`config.mk`:
```
export PLATFORM = sky130hd
export DESIGN_NAME = gpio_evt_top
export DESIGN_NICKNAME = d
export VERILOG_FILES = /design/src/rtl/gpio_evt_pkg.sv /design/src/rtl/gpio_evt_trig.sv /design/src/rtl/gpio_evt_stat.sv /design/src/rtl/gpio_evt_blk.sv /design/src/rtl/gpio_evt_top.sv
export SDC_FILE = /design/constraint.sdc
export NUM_CORES = 1
export LEC_CHECK = 0
export BUFFER_PORTS_ARGS = -buffer_cell sky130_fd_sc_hd__buf_2
export CORE_ASPECT_RATIO = 1.2
export CORE_MARGIN = 5
export CORE_UTILIZATION = 43
export DETAILED_ROUTE_END_ITERATION = 16
export HOLD_SLACK_MARGIN = 0.06
export PLACE_DENSITY = 0.81
export SETUP_SLACK_MARGIN = 0.3
export SKIP_LAST_GASP = 1
export SYNTH_ARGS = -nofsm -noshare
export SYNTH_HDL_FRONTEND = slang
export SYNTH_SLANG_ARGS = --single-unit
```
`constraint.sdc`:
```
create_clock -name clk -period 2.51 [get_ports clk]
set_input_delay 0.1255 -clock clk [delete_from_list [all_inputs] [get_ports clk]]
set_output_delay 0.1255 -clock clk [all_outputs]
set_load 0.005 [all_outputs]
```
`src/rtl/gpio_evt_pkg.sv`:
```
package gpio_evt_pkg;
  typedef enum logic [1:0] {
    TRIG_HI   = 2'b00,
    TRIG_LO   = 2'b01,
    TRIG_BOTH = 2'b10,
    TRIG_NONE = 2'b11
  } trig_sel_e;

  localparam int unsigned WAKE_STATES = 3;
endpackage

```
`src/rtl/gpio_evt_trig.sv`:
```
module gpio_evt_trig
  import gpio_evt_pkg::*;
(
  input  logic       clk,
  input  logic       rst_n,
  input  logic       lvl,
  input  logic       lvl_mode,
  input  logic [1:0] sel,
  output logic       hit
);
  logic prev_q;
  logic rise, fall;
  trig_sel_e sel_e;

  assign sel_e = trig_sel_e'(sel);

  always_ff @(posedge clk or negedge rst_n) begin
    if (!rst_n) prev_q <= 1'b0;
    else        prev_q <= lvl;
  end

  assign rise = lvl & ~prev_q;
  assign fall = ~lvl & prev_q;

  always_comb begin
    hit = 1'b0;
    if (lvl_mode) begin
      unique case (sel_e)
        TRIG_HI: hit = lvl;
        TRIG_LO: hit = ~lvl;
        default: hit = 1'b0;
      endcase
    end else begin
      unique case (sel_e)
        TRIG_HI:   hit = rise;
        TRIG_LO:   hit = fall;
        TRIG_BOTH: hit = rise | fall;
        default:   hit = 1'b0;
      endcase
    end
  end
endmodule

```
`src/rtl/gpio_evt_stat.sv`:
```
module gpio_evt_stat (
  input  logic clk,
  input  logic rst_n,
  input  logic hit,
  input  logic irq_en,
  input  logic wake_any,
  input  logic blocked,
  input  logic irq_clr,
  input  logic wake_clr,
  output logic irq_sts,
  output logic wake_sts
);
  logic set_irq, set_wake;

  assign set_irq  = hit & irq_en & ~blocked;
  assign set_wake = hit & wake_any & ~blocked;

  always_ff @(posedge clk or negedge rst_n) begin
    if (!rst_n) begin
      irq_sts  <= 1'b0;
      wake_sts <= 1'b0;
    end else begin
      if (set_irq)      irq_sts <= 1'b1;
      else if (irq_clr) irq_sts <= 1'b0;
      if (set_wake)      wake_sts <= 1'b1;
      else if (wake_clr) wake_sts <= 1'b0;
    end
  end
endmodule

```
`src/rtl/gpio_evt_blk.sv`:
```
module gpio_evt_blk #(
  parameter int unsigned LEN_W = 12
) (
  input  logic             clk,
  input  logic             rst_n,
  input  logic             blk_on,
  input  logic             any_wr,
  input  logic [LEN_W-1:0] blk_len,
  output logic             busy
);
  logic [LEN_W-1:0] cnt_q;

  always_ff @(posedge clk or negedge rst_n) begin
    if (!rst_n)                cnt_q <= '0;
    else if (blk_on && any_wr) cnt_q <= blk_len;
    else if (cnt_q != '0)      cnt_q <= cnt_q - 1'b1;
  end

  assign busy = (cnt_q != '0);
endmodule

```
`src/rtl/gpio_evt_top.sv`:
```
module gpio_evt_top
  import gpio_evt_pkg::*;
#(
  parameter int unsigned NPINS = 8,
  parameter int unsigned LEN_W = 12
) (
  input  logic                         clk,
  input  logic                         rst_n,
  input  logic [NPINS-1:0]             pin_lvl,
  input  logic [NPINS-1:0]             trig_lvl,
  input  logic [2*NPINS-1:0]           trig_sel,
  input  logic [NPINS-1:0]             irq_en,
  input  logic [NPINS-1:0]             irq_perm,
  input  logic [WAKE_STATES*NPINS-1:0] wake_en,
  input  logic [NPINS-1:0]             irq_clr,
  input  logic [NPINS-1:0]             wake_clr,
  input  logic [NPINS-1:0]             dbnc_wr,
  input  logic                         blk_on,
  input  logic [LEN_W-1:0]             blk_len,
  output logic [NPINS-1:0]             irq_sts,
  output logic [NPINS-1:0]             wake_sts,
  output logic [NPINS-1:0]             pend,
  output logic [NPINS-1:0]             irq_req,
  output logic [NPINS-1:0]             en_rd,
  output logic                         blk_busy
);
  logic busy;

  gpio_evt_blk #(.LEN_W(LEN_W)) u_blk (
    .clk     (clk),
    .rst_n   (rst_n),
    .blk_on  (blk_on),
    .any_wr  (|dbnc_wr),
    .blk_len (blk_len),
    .busy    (busy)
  );

  for (genvar i = 0; i < NPINS; i++) begin : g_pin
    logic hit;

    gpio_evt_trig u_trig (
      .clk      (clk),
      .rst_n    (rst_n),
      .lvl      (pin_lvl[i]),
      .lvl_mode (trig_lvl[i]),
      .sel      (trig_sel[2*i +: 2]),
      .hit      (hit)
    );

    gpio_evt_stat u_stat (
      .clk      (clk),
      .rst_n    (rst_n),
      .hit      (hit),
      .irq_en   (irq_en[i]),
      .wake_any (|wake_en[WAKE_STATES*i +: WAKE_STATES]),
      .blocked  (busy),
      .irq_clr  (irq_clr[i]),
      .wake_clr (wake_clr[i]),
      .irq_sts  (irq_sts[i]),
      .wake_sts (wake_sts[i])
    );
  end

  assign pend     = irq_sts | wake_sts;
  assign irq_req  = pend & irq_perm;
  assign en_rd    = busy ? '0 : irq_en;
  assign blk_busy = busy;
endmodule

```
; ---- After elaboration in Yosys (flattened, before gate mapping)
; Index checks and enable logic that the tools add are counted.
[word_totals]
output_inout_bits = 41
inputBits = 111
register_bits = 36
wordCells = 212
[op_classes]
eq_ne = 16
bitwise_logic = 75
n_addsub = 1
n_mux = 59
n_reduce_logical = 36
[op_table]
columns = operator, count
row1 = bitwise AND 1 bit, 48
row2 = two-way mux 1 bit, 40
row3 = nonzero test 2 bit, 17
row4 = two-way mux 12 bit, 2
row5 = one-hot mux 1 bit (3 select lines), 8
row6 = OR reduction 3 bit, 8
row7 = NOT 1 bit, 17
row8 = == test 2 x 1 -> 1 bit (second input constant), 8
row9 = == test 2 bit (second input constant), 8
row10 = logical NOT 2 bit, 8
row11 = one-hot mux 1 bit (2 select lines), 8
row12 = nonzero test 12 bit, 1
row13 = subtractor 12 x 1 -> 12 bit (second input constant), 1
row14 = bitwise AND 8 bit, 1
row15 = two-way mux 8 bit, 1
row16 = bitwise OR 1 bit, 8
row17 = bitwise OR 8 bit, 1
row18 = OR reduction 8 bit, 1
row19 = logical AND 1 bit, 1

; ---- Logic depth before layout (Yosys ltp)
; Gate-level depths: netlist (run 1).
[logic_depth]
depth_word = 8
mapped_depth = 8
depth_no_buf = 6

; ---- Modules after synthesis
; A second synthesis (run 1) with hierarchy kept.
[hier_totals]
cells_unflattened = 287
hier_area_um2 = 2621.3
[modules_own_cells]
columns = mod, area_each_um2, instances, cells_per_inst, seq_area_each_um2
row1 = gpio_evt_trig, 110.1, 8, 14, 25.0
row2 = gpio_evt_blk, 773.2, 1, 84, 300.3
row3 = gpio_evt_stat, 88.8, 8, 7, 50.0
row4 = gpio_evt_top, 256.5, 1, 35, 0.0

; ---- Least setup slack after synthesis (run 1)
; Ideal clock, no wire load.
[synth_path]
path_type = flip-flop to flip-flop
from = reg u_blk.cnt_q[5]
to = reg u_blk.cnt_q[8]
n_path_buf = 0
required_ns = 2.428
t_arrival_ns = 1.696
path_stages_with_launch = 5
synth_period_minus_slack_ns = 1.778
setup_ns = 0.082
slack_ns = 0.732
cell_sequence = dfrtp_1 > or3_4 > or4_1 > or3_1 > a31oi_1
[synth_via]
elab_chain_len = 3
elab_cells_between_ends = 5
classes_between = add/sub: 1 / mux: 2 / reduce/logical: 2
[synth_lines]
columns = element, line_no
row1 = "start, declared", gpio_evt_blk.sv:11  ; logic [LEN_W-1:0] cnt_q;
row2 = "start signal, assigned", gpio_evt_blk.sv:15  ; else if (blk_on && any_wr) cnt_q <= blk_len;
row3 = "start signal, assigned", gpio_evt_blk.sv:16  ; else if (cnt_q != '0) cnt_q <= cnt_q - 1'b1;
row4 = subtractor 12 x 1 -> 12 bit, gpio_evt_blk.sv:16
row5 = two-way mux 12 bit, gpio_evt_blk.sv:16
row6 = two-way mux 12 bit, gpio_evt_blk.sv:15
; Parallel ways exist; a longest one is shown, timed or not. The select of a mux whose other input is x is not followed.
; A chain may end at the register's enable or synchronous reset.

; ---- Worst setup path after layout (run 1)
[layout_path]
from = reg u_blk.cnt_q[3]
to = out en_rd[6]
[layout_via]
elab_chain_len = 2
[layout_lines]
columns = element, line_no
row1 = nonzero test 12 bit, gpio_evt_blk.sv:19  ; assign busy = (cnt_q != '0);
row2 = two-way mux 8 bit, gpio_evt_top.sv:66  ; assign en_rd = busy ? '0 : irq_en;
row3 = "end, declared", gpio_evt_top.sv:24  ; output logic [NPINS-1:0] en_rd,
; No other way between the ends.

==> results of run 1 <==
==> how the worst min path moves through the flow <==
stage	slack [ps]	from	cells after the start	to
4_1_cts	60	blk_len[4]	3	u_blk.cnt_q[4]$_DFFE_PN0P_
2_1_floorplan	-170	rst_n	0	g_pin[0].u_stat.irq_sts$_DFFE_PN0P_
3_3_place_gp	270	rst_n	1	u_blk.cnt_q[3]$_DFFE_PN0P_
5_1_grt	70	blk_len[4]	3	u_blk.cnt_q[4]$_DFFE_PN0P_
6_report	60	blk_len[4]	3	u_blk.cnt_q[4]$_DFFE_PN0P_
3_5_place_dp	260	rst_n	1	u_blk.cnt_q[4]$_DFFE_PN0P_
==> registers in the layout (all words and copies together) (netlist names) <==
signal / count
g_pin.u_trig.prev_q: 8
u_blk.cnt_q: 12
g_pin.u_stat.irq_sts: 8
g_pin.u_stat.wake_sts: 8
==> routing by layer <==
| metal | part of all wire | vias up | global-route usage |
|---|---|---|---|
| met5 | 0 | - | 0 |
| met3 | 0.077 | 14 | 0.03988 |
| met4 | 0.019 | 0 | 0.08166 |
| met2 | 0.54 | 108 | 0.4008 |
| li1 | - | 1321 | - |
| met1 | 0.36 | 1255 | 0.2258 |
==> through the flow <==
step	area (um2)	power, mW
global route	3568	1.430
finish	3568	1.345
global placement	3143	0.9001
detailed placement	3143	0.9143
floorplan	2450	0.7732
CTS	3541	1.342
==> where the power goes <==
group          leakage (nW)  internal, mW  switching [mW]
Sequential            0.459         0.610          0.0330
Combinational          1.55         0.172           0.139
Clock                0.0410         0.189           0.202
==> critical path, stage by stage, from the launching register on <==
cell and delay, ps:
dfrtp_1 460, nor4_4 430, and4_1 320, buf_6 220, nand2_1 100, inv_1 60
buf_2 110
==> cells by family (layout without fill, tap and decap cells) <==
family	count (synthesis)	in the layout	synth area share
and+or+nand+nor	94	94	0.2012
buffers and inverters	80	253	0.1547
AOI/OAI and AO/OA	55	55	0.1507
DFF	36	36	0.3677
adders and majority gates	18	18	0.09193
xor gates and xnor gates	7	7	0.02503
muxes	2	2	0.008682
==> synthesized netlist by cell type (all sizes together), types with 8 or more instances <==
| cell | count | area [um2] |
|---|---|---|
| a211o | 8 | 70.07 |
| a31oi | 10 | 62.56 |
| ha | 18 | 225.2 |
| o21ai | 16 | 80.07 |
| nand2 | 26 | 97.59 |
| nor2 | 15 | 56.30 |
| o32ai | 8 | 70.07 |
| nor4 | 10 | 68.81 |
| nor3 | 10 | 50.05 |
| dfrtp | 36 | 900.9 |
| and2 | 16 | 100.1 |
| o22ai | 8 | 50.05 |
| buf | 21 | 157.7 |
| inv | 59 | 221.5 |
==> final cells by class <==
cell class	count	area, um2
Timing Repair Buffer	187	1110
Tap cell	64	80.08
Clock buffer	6	72.57
Multi-Input combinational cell	176	1179
Sequential cell	36	900.9
Inverter	59	221.5
Clock inverter	1	5.005
Fill cell	470	2024
==> repair_timing <==
action,CTS,global route
endpoints found under the hold margin,67,0
buffers inserted,0,2
resized for setup,0,2
hold buffers,32,0
setup endpoints to repair,0,8
==> reports/metrics.yaml, run 1 <==
worst-endpoint-arrival_ps: 1980
cts_tree: "yes"
drive_gt1_frac: 0.3570
fin_crit_ps: 2101
worstPathRequired_ps: 2380
mostFrequentLayoutCells: "buf_2 (151), inv_1 (58), dfrtp_1 (36), dlygate4sd3_1 (32), nand2_1 (26)"
netlist_instances: 292
place_congestion: 0.8101
via_per_inst: 5.100
regToRegStartpoint: "u_blk.cnt_q[3]$_DFFE_PN0P_"
clock_path_buffers: 2
hold_class: "input pin to flip-flop"
power.density_nw_per_um2: 377.0
ctsHtreeMaxLevel: 2
crit_path_end: "en_rd[6]"
grt_pass1_vias: 2781
die_height_um: 92.69
reg2reg_depth: 5
p_leak_nw: 2.052
hold_viol: 0
hpwl_um: 5539
ant_nets: 0
worst_slack_ps: 409.5
grt_pass1_wl_um: 12330
nNetsFinal: 594
ios: 152
diodes: 0
synth_nets: 421
totalWireLength_um: 7443
ff2ff_setup_slack_ps: 630
grt_max_degree: 37
drv_slew: 0
numPortBuffers: 151
wl_per_cell_um: 14.07
max_freq_mhz: 476.1
rsz0062_at_grt: "no"
grt_overflow_total: 0
post-route-util: 0.6380
drtIter0Drc: 85
antenna_found_initial: 0
setup_viol_count_final: 0
crit_fanout: 17
yosysUniqueCellTypes: 37
fp.coreArea_um2: 5593
cts_buffers: 5
syn_to_final_growth_pct: 45.66
status: "finished clean"
end_kind: "output port"
start_util: 0.4380
slew_headroom: 0.4652
critPathLaunchType: "flip-flop"
final_common_cell: "buf_2"
yosysSeqAreaShare: 0.3677
stdcell_count: 529
synth.cell_area_um2: 2450
worst_pin_slew_ps: 802.2
chipWidth_um: 78.91
place_inst: 488
clock-sinks: 36
irDropWorstVdd_uv: 283.9
synth_enable_flop_cells: 0
vias: 2698
place_ws_ps: 661.5
num_rows: 30
whs_ps: 61.80
first_pass_iters: 4
clkTransAtPathRegs_ps: 70
worstSetupStartpoint: "u_blk.cnt_q[3]$_DFFE_PN0P_"
ys.flop_type: "dfrtp_1"
synth-seq-cells: 36
clock_latency_ps: 290
syn_avg_cell_area_um2: 8.390
r2r_end: "u_blk.cnt_q[1]$_DFFE_PN0P_"
ys_warn_count: 0
critPathKind: "flip-flop to output port"
drc_errors: 0
die_area_um2: 7313
cts_root_buffer: "clkbuf_8"
clock_skew_ps: 13.76
track_usage: 0.2107
drv_cap: 0
synthArstFlopShare: 1.000
final.setup.tns_ps: 0
period_share: 0.8369
Note: power is estimated with default switching activity, not from simulation.
==> run 2, diff against run 1 <==
--- a/config.mk
+++ b/config.mk
@@ -5,13 +5,14 @@
 export SDC_FILE = /design/constraint.sdc
 export NUM_CORES = 1
 export LEC_CHECK = 0
+export ABC_AREA = 1
 export BUFFER_PORTS_ARGS = -buffer_cell sky130_fd_sc_hd__buf_2
 export CORE_ASPECT_RATIO = 1.2
 export CORE_MARGIN = 5
-export CORE_UTILIZATION = 43
+export CORE_UTILIZATION = 46
 export DETAILED_ROUTE_END_ITERATION = 16
 export HOLD_SLACK_MARGIN = 0.06
-export PLACE_DENSITY = 0.81
+export PLACE_DENSITY = 0.82
 export SETUP_SLACK_MARGIN = 0.3
 export SKIP_LAST_GASP = 1
 export SYNTH_ARGS = -nofsm -noshare
==> constraint.sdc (replaced) <==
create_clock -name clk -period 2.1 [get_ports clk]
set_input_delay 0.105 -clock clk [delete_from_list [all_inputs] [get_ports clk]]
set_output_delay 0.105 -clock clk [all_outputs]
set_load 0.005 [all_outputs]
==> reports/metrics.yaml, run 2 <==
grt_overflow_total: 0
antenna_found_initial: 0
syn_avg_cell_area_um2: 6.650
period_share: 0.8330
drive_gt1_frac: 0.3547
critPathLaunchType: "flip-flop"
p_leak_nw: 2.528
irDropWorstVdd_uv: 256.1
slowest_delay_ps: 410
num_rows: 32
max_freq_mhz: 571.7
drv_slew: 0
ctsHtreeMaxLevel: 2
chipWidth_um: 83.47
ys_warn_count: 0
die_height_um: 98.16
ios: 152
clkTransAtPathRegs_ps: 80
worst-endpoint-arrival_ps: 1640
slew_headroom: 0.4386
slowest_stage: "dfrtp_1"
hpwl_um: 6476
worstPathRequired_ps: 2000
whs_ps: 65.91
synth.cell_area_um2: 2979
first_pass_iters: 6
n_fill_cell: 547
grt_pass1_vias: 3227
p_total_mw: 1.909
start_util: 0.4680
synthArstFlopShare: 1.000
ant_nets: 0
drv_cap: 0
end_kind: "output port"
syn_to_final_growth_pct: 40.03
power.density_nw_per_um2: 457.6
status: "finished clean"
cts_tree: "yes"
synth-seq-cells: 36
place_congestion: 0.9197
largest_reg_flops: 12
cts_root_buffer: "clkbuf_8"
rsz0062_at_grt: "yes"
final.setup.tns_ps: 0
postLayoutCellArea_um2: 4172
synth_most_common_cell: "nand2_1"
drc_errors: 0
synth.area.top_cells: "dfrtp_1 (30%), nand2_1 (15%), inv_1 (10%)"
placed_area_um2: 3712
synth_top_area_cell: "dfrtp_1"
vias: 3294
wl_per_cell_um: 11.77
mostFrequentLayoutCells: "buf_2 (151), nand2_1 (119), inv_1 (82), nor2_1 (50), nand3_1 (37)"
crit_fanout: 11
setup_viol_count_final: 0
ys.flop_type: "dfrtp_1"
regMostFlops: "u_blk.cnt_q"
clock_latency_ps: 290
clock_path_buffers: 2
diodes: 0
drtIter0Drc: 63
track_usage: 0.2013
critPathKind: "flip-flop to output port"
synth_common_cells: "nand2_1 (119), inv_1 (83), nor2_1 (51)"
crit_top_cell: "nor2_4"
fin_crit_ps: 1749
fp.coreArea_um2: 6366
nNetsFinal: 751
clock_skew_ps: 6.501
final_common_cell: "buf_2"
hold_class: "input pin to flip-flop"
grt_max_degree: 37
synth_nets: 577
cp_cell_sequence: "inv_1 > ha_2 > nand4_2 > nor2_4 > inv_8 > nor2_4 > buf_2"
yosysTopAreaCellShare: 0.3024
hold_viol: 0
die_area_um2: 8193
worst-path-buf-inv: 3
numPortBuffers: 151
yosysSeqAreaShare: 0.3024
netlist_instances: 448
path_delay_family: "simple AND/OR/NAND/NOR gates"
grt_pass1_wl_um: 13830
worst_pin_slew_ps: 842.1
clock-sinks: 36
yosysUniqueCellTypes: 27
via_per_inst: 4.653
totalWireLength_um: 8334
synth_enable_flop_cells: 0
cts_buffers: 5
-- run 2: path summary, 6_finish.rpt --
path | start | end | slack [ps] | cells after the start
max in group asynchronous | rst_n | g_pin[1].u_trig.prev_q$_DFF_PN0_ | 1070 | 2
min | blk_len[8] | u_blk.cnt_q[8]$_DFFE_PN0P_ | 70 | 3
min in group asynchronous | rst_n | g_pin[0].u_trig.prev_q$_DFF_PN0_ | 480 | 2
max reg2reg | u_blk.cnt_q[1]$_DFFE_PN0P_ | g_pin[6].u_stat.wake_sts$_DFFE_PN0P_ | 530 | 8
max | u_blk.cnt_q[1]$_DFFE_PN0P_ | en_rd[7] | 350 | 7
min reg2reg | u_blk.cnt_q[1]$_DFFE_PN0P_ | u_blk.cnt_q[1]$_DFFE_PN0P_ | 580 | 2
-- run 2: final cells by class --
class,instances,area (um2),area share
sequential,36,900.9,0.2160
tap,85,106.4,0.02549
clock inverter,1,30.03,0.007199
timing repair buffer,186,1086,0.2603
multi-input combinational,297,1584,0.3797
clock buffer,7,96.34,0.02310
inverter,96,367.9,0.08818
-- run 2: per-stage QoR --
step	utilization	std cells	setup slack, ps
3_3_place_gp	0.5831	667	464.3
2_1_floorplan	-	448	688.4
5_1_grt	0.6553	708	249.5
6_report	0.6553	708	350.7
3_5_place_dp	0.5831	667	379.2
4_1_cts	0.6447	701	322.2
-- run 2: kinds of logic (layout without fill, tap and decap cells) --
group                      count (synthesis)  count (layout)  synth area share
AOI/OAI and AO/OA                         27              27           0.06300
xor gates and xnor gates                   4               4           0.01176
adders and majority gates                 18              18           0.07560
buffers and inverters                    115             290            0.1693
DFF                                       36              36            0.3024
and+or+nand+nor                          248             248            0.3780
-- run 2: power by group --
| group | leakage [nW] | total [mW] | internal (mW) | switching, mW |
|---|---|---|---|---|
| registers | 0.457 | 0.767 | 0.729 | 0.0377 |
| logic | 2.01 | 0.470 | 0.225 | 0.246 |
| clock network | 0.0645 | 0.672 | 0.419 | 0.253 |
| total | 2.53 | 1.91 | 1.37 | 0.536 |
-- run 2: worst reg2reg max path, stage by stage (launching register included) --
cell and delay, ps:
dfrtp_1 410, inv_1 90, ha_2 210, nand2_1 60
nor2_1 160, nand3b_2 280, nor2_1 180, nand2_1 70
nand2_1 50
-- run 2: metal layers --
| metal | vias to the layer above | share of wire | GRT usage | routed length [um] |
|---|---|---|---|---|
| met5 | - | 0 | 0 | 0 |
| met4 | 0 | 0.013 | 0.05446 | 108 |
| met3 | 9 | 0.074 | 0.05063 | 616 |
| met2 | 127 | 0.53 | 0.3988 | 4421 |
| met1 | 1478 | 0.38 | 0.2069 | 3188 |
| li1 | 1680 | - | - | - |
-- run 2: timing repair --
| action | in CTS | in global routing |
|---|---|---|
| hold buffers | 25 | 2 |
| buffers inserted | 1 | 5 |
| setup endpoints to repair | 9 | 8 |
| gates resized for setup | 4 | 4 |
| hold endpoints to repair | 60 | 2 |
| pin swaps | 1 | 1 |
==> run 3, diff against run 2 <==
==> constraint.sdc (replaced) <==
create_clock -name clk -period 1.83 [get_ports clk]
set_input_delay 0.0915 -clock clk [delete_from_list [all_inputs] [get_ports clk]]
set_output_delay 0.0915 -clock clk [all_outputs]
set_load 0.005 [all_outputs]
==> reports/metrics.yaml, run 3 (synthesized netlist as in run 2, its figures left out) <==
status: "finished clean"
diodes: 0
placed_area_um2: 3740
hpwl_um: 6600
rsz0062_at_grt: "yes"
clock_latency_ps: 290
wl_per_cell_um: 12.43
ctsHtreeMaxLevel: 2
antenna_found_initial: 0
cts_buffers: 5
p_leak_nw: 2.598
first_pass_iters: 4
use_met2: 0.4179
vias: 3405
place_congestion: 0.9516
critPathKind: "flip-flop to output port"
nNetsFinal: 761
hold_viol: 0
worstSetupStartpoint: "u_blk.cnt_q[0]$_DFFE_PN0P_"
clock-sinks: 36
worstHoldStart: "wake_clr[2]"
drv_slew: 0
crit_fanout: 10
numPortBuffers: 151
critPathLaunchType: "flip-flop"
drive_gt1_frac: 0.3687
worst-endpoint-arrival_ps: 1590
fp.coreArea_um2: 6366
worst_pin_slew_ps: 479.5
grt_busiest_layer: "met2"
syn_to_final_growth_pct: 44.48
hold_end: "g_pin[2].u_stat.wake_sts$_DFFE_PN0P_"
max_freq_mhz: 594.7
die_height_um: 98.16
hold_depth: 3
end_kind: "output port"
fin_crit_ps: 1682
final_common_cell: "buf_2"
mostFrequentLayoutCells: "buf_2 (151), nand2_1 (115), inv_1 (81), nor2_1 (45), nand3_1 (37)"
p_total_mw: 2.031
period_share: 0.9189
ff2ff_setup_slack_ps: 320
ios: 152
place_inst: 669
hold_class: "input pin to flip-flop"
grt_max_degree: 20
power.density_nw_per_um2: 471.8
cts_root_buffer: "clkbuf_8"
clock_skew_ps: 4.049
grt_overflow_total: 0
regToRegStartpoint: "u_blk.cnt_q[0]$_DFFE_PN0P_"
slew_headroom: 0.6803
totalWireLength_um: 8911
clkTransAtPathRegs_ps: 70
ant_nets: 0
grt_use_met1: 0.2162
stdcell_count: 717
use_met3: 0.04388
via_per_inst: 4.749
whs_ps: 74.56
cts_tree: "yes"
regMostFlops: "u_blk.cnt_q"
irDropWorstVdd_uv: 326.7
reg2reg_depth: 10
drtIter0Drc: 79
clock_path_buffers: 2
postLayoutCellArea_um2: 4304
final.setup.tns_ps: 0
drc_errors: 0
setup_viol_count_final: 0
chipWidth_um: 83.47
drv_cap: 0
r2r_end: "u_blk.cnt_q[8]$_DFFE_PN0P_"
grt_pass1_wl_um: 14550
start_util: 0.4680
worstPathRequired_ps: 1740
die_area_um2: 8193
track_usage: 0.2120
largest_reg_flops: 12
num_rows: 32
grt_pass1_vias: 3402
run 3: changes by cell type in the layout (fill, tap and decap cells not counted), moves of 2 or more:
| cell | delta |
|---|---|
| nor2_1 | -5 |
| dlygate4sd3_1 | +7 |
| nor2_4 | +3 |
| nand2_1 | -4 |
| nand2_2 | +4 |
| nor2_2 | +2 |
| nand3b_4 | +2 |
| clkbuf_8 | -2 |
run 3: timing repair:
item	CTS	global route
pin swaps	3	3
setup endpoints to repair	20	27
gates cloned	0	1
resized for setup	7	18
endpoints found under the hold margin	51	0
hold buffers	34	0
buffers inserted	5	1
run 3: worst max path at each step:
stage                                                     end  slack, ps  depth (start not counted)
final                                                en_rd[2]        150                          7
after global routing                                 en_rd[0]         80                          7
after floorplan           g_pin[0].u_stat.irq_sts$_DFFE_PN0P_        420                          9
after global placement                               en_rd[7]        250                          7
after detailed placement                             en_rd[7]        220                          7
after CTS                                            en_rd[7]        150                          7
run 3: power by group:
part / total (mW) / internal (mW) / switching [mW]
registers: 0.881 / 0.837 / 0.0436
clock network: 0.544 / 0.259 / 0.285
logic: 0.606 / 0.289 / 0.317
run 3: worst max-delay path: stages (launching register included):
cell and delay (ps):
dfrtp_1 400, inv_2 90, ha_4 150, nand4_2 120, nor2_4 200, inv_8 100
nor2_4 110, buf_2 130
run 3: final cells by class:
| cell class | count | area, um2 |
|---|---|---|
| Clock buffer | 6 | 72.57 |
| Multi-Input combinational cell | 298 | 1667 |
| Tap cell | 85 | 106.4 |
| Timing Repair Buffer | 195 | 1184 |
| Fill cell | 556 | 2062 |
| Clock inverter | 1 | 5.005 |
| Inverter | 96 | 367.9 |
| Sequential cell | 36 | 902.1 |
run 3: stage by stage:
stage	utilization	setup WS (ps)
2_1_floorplan	-	418.4
3_3_place_gp	0.5875	253.8
3_5_place_dp	0.5875	216.2
4_1_cts	0.6631	149.4
5_1_grt	0.6761	82.22
6_report	0.6761	148.5
run 3: metal layers:
metal  wire length (um)  vias to the layer above
li1                   -                     1701
met1               3297                     1547
met2               4809                      137
met3                627                       20
met4                177                        0
met5                  0                        -
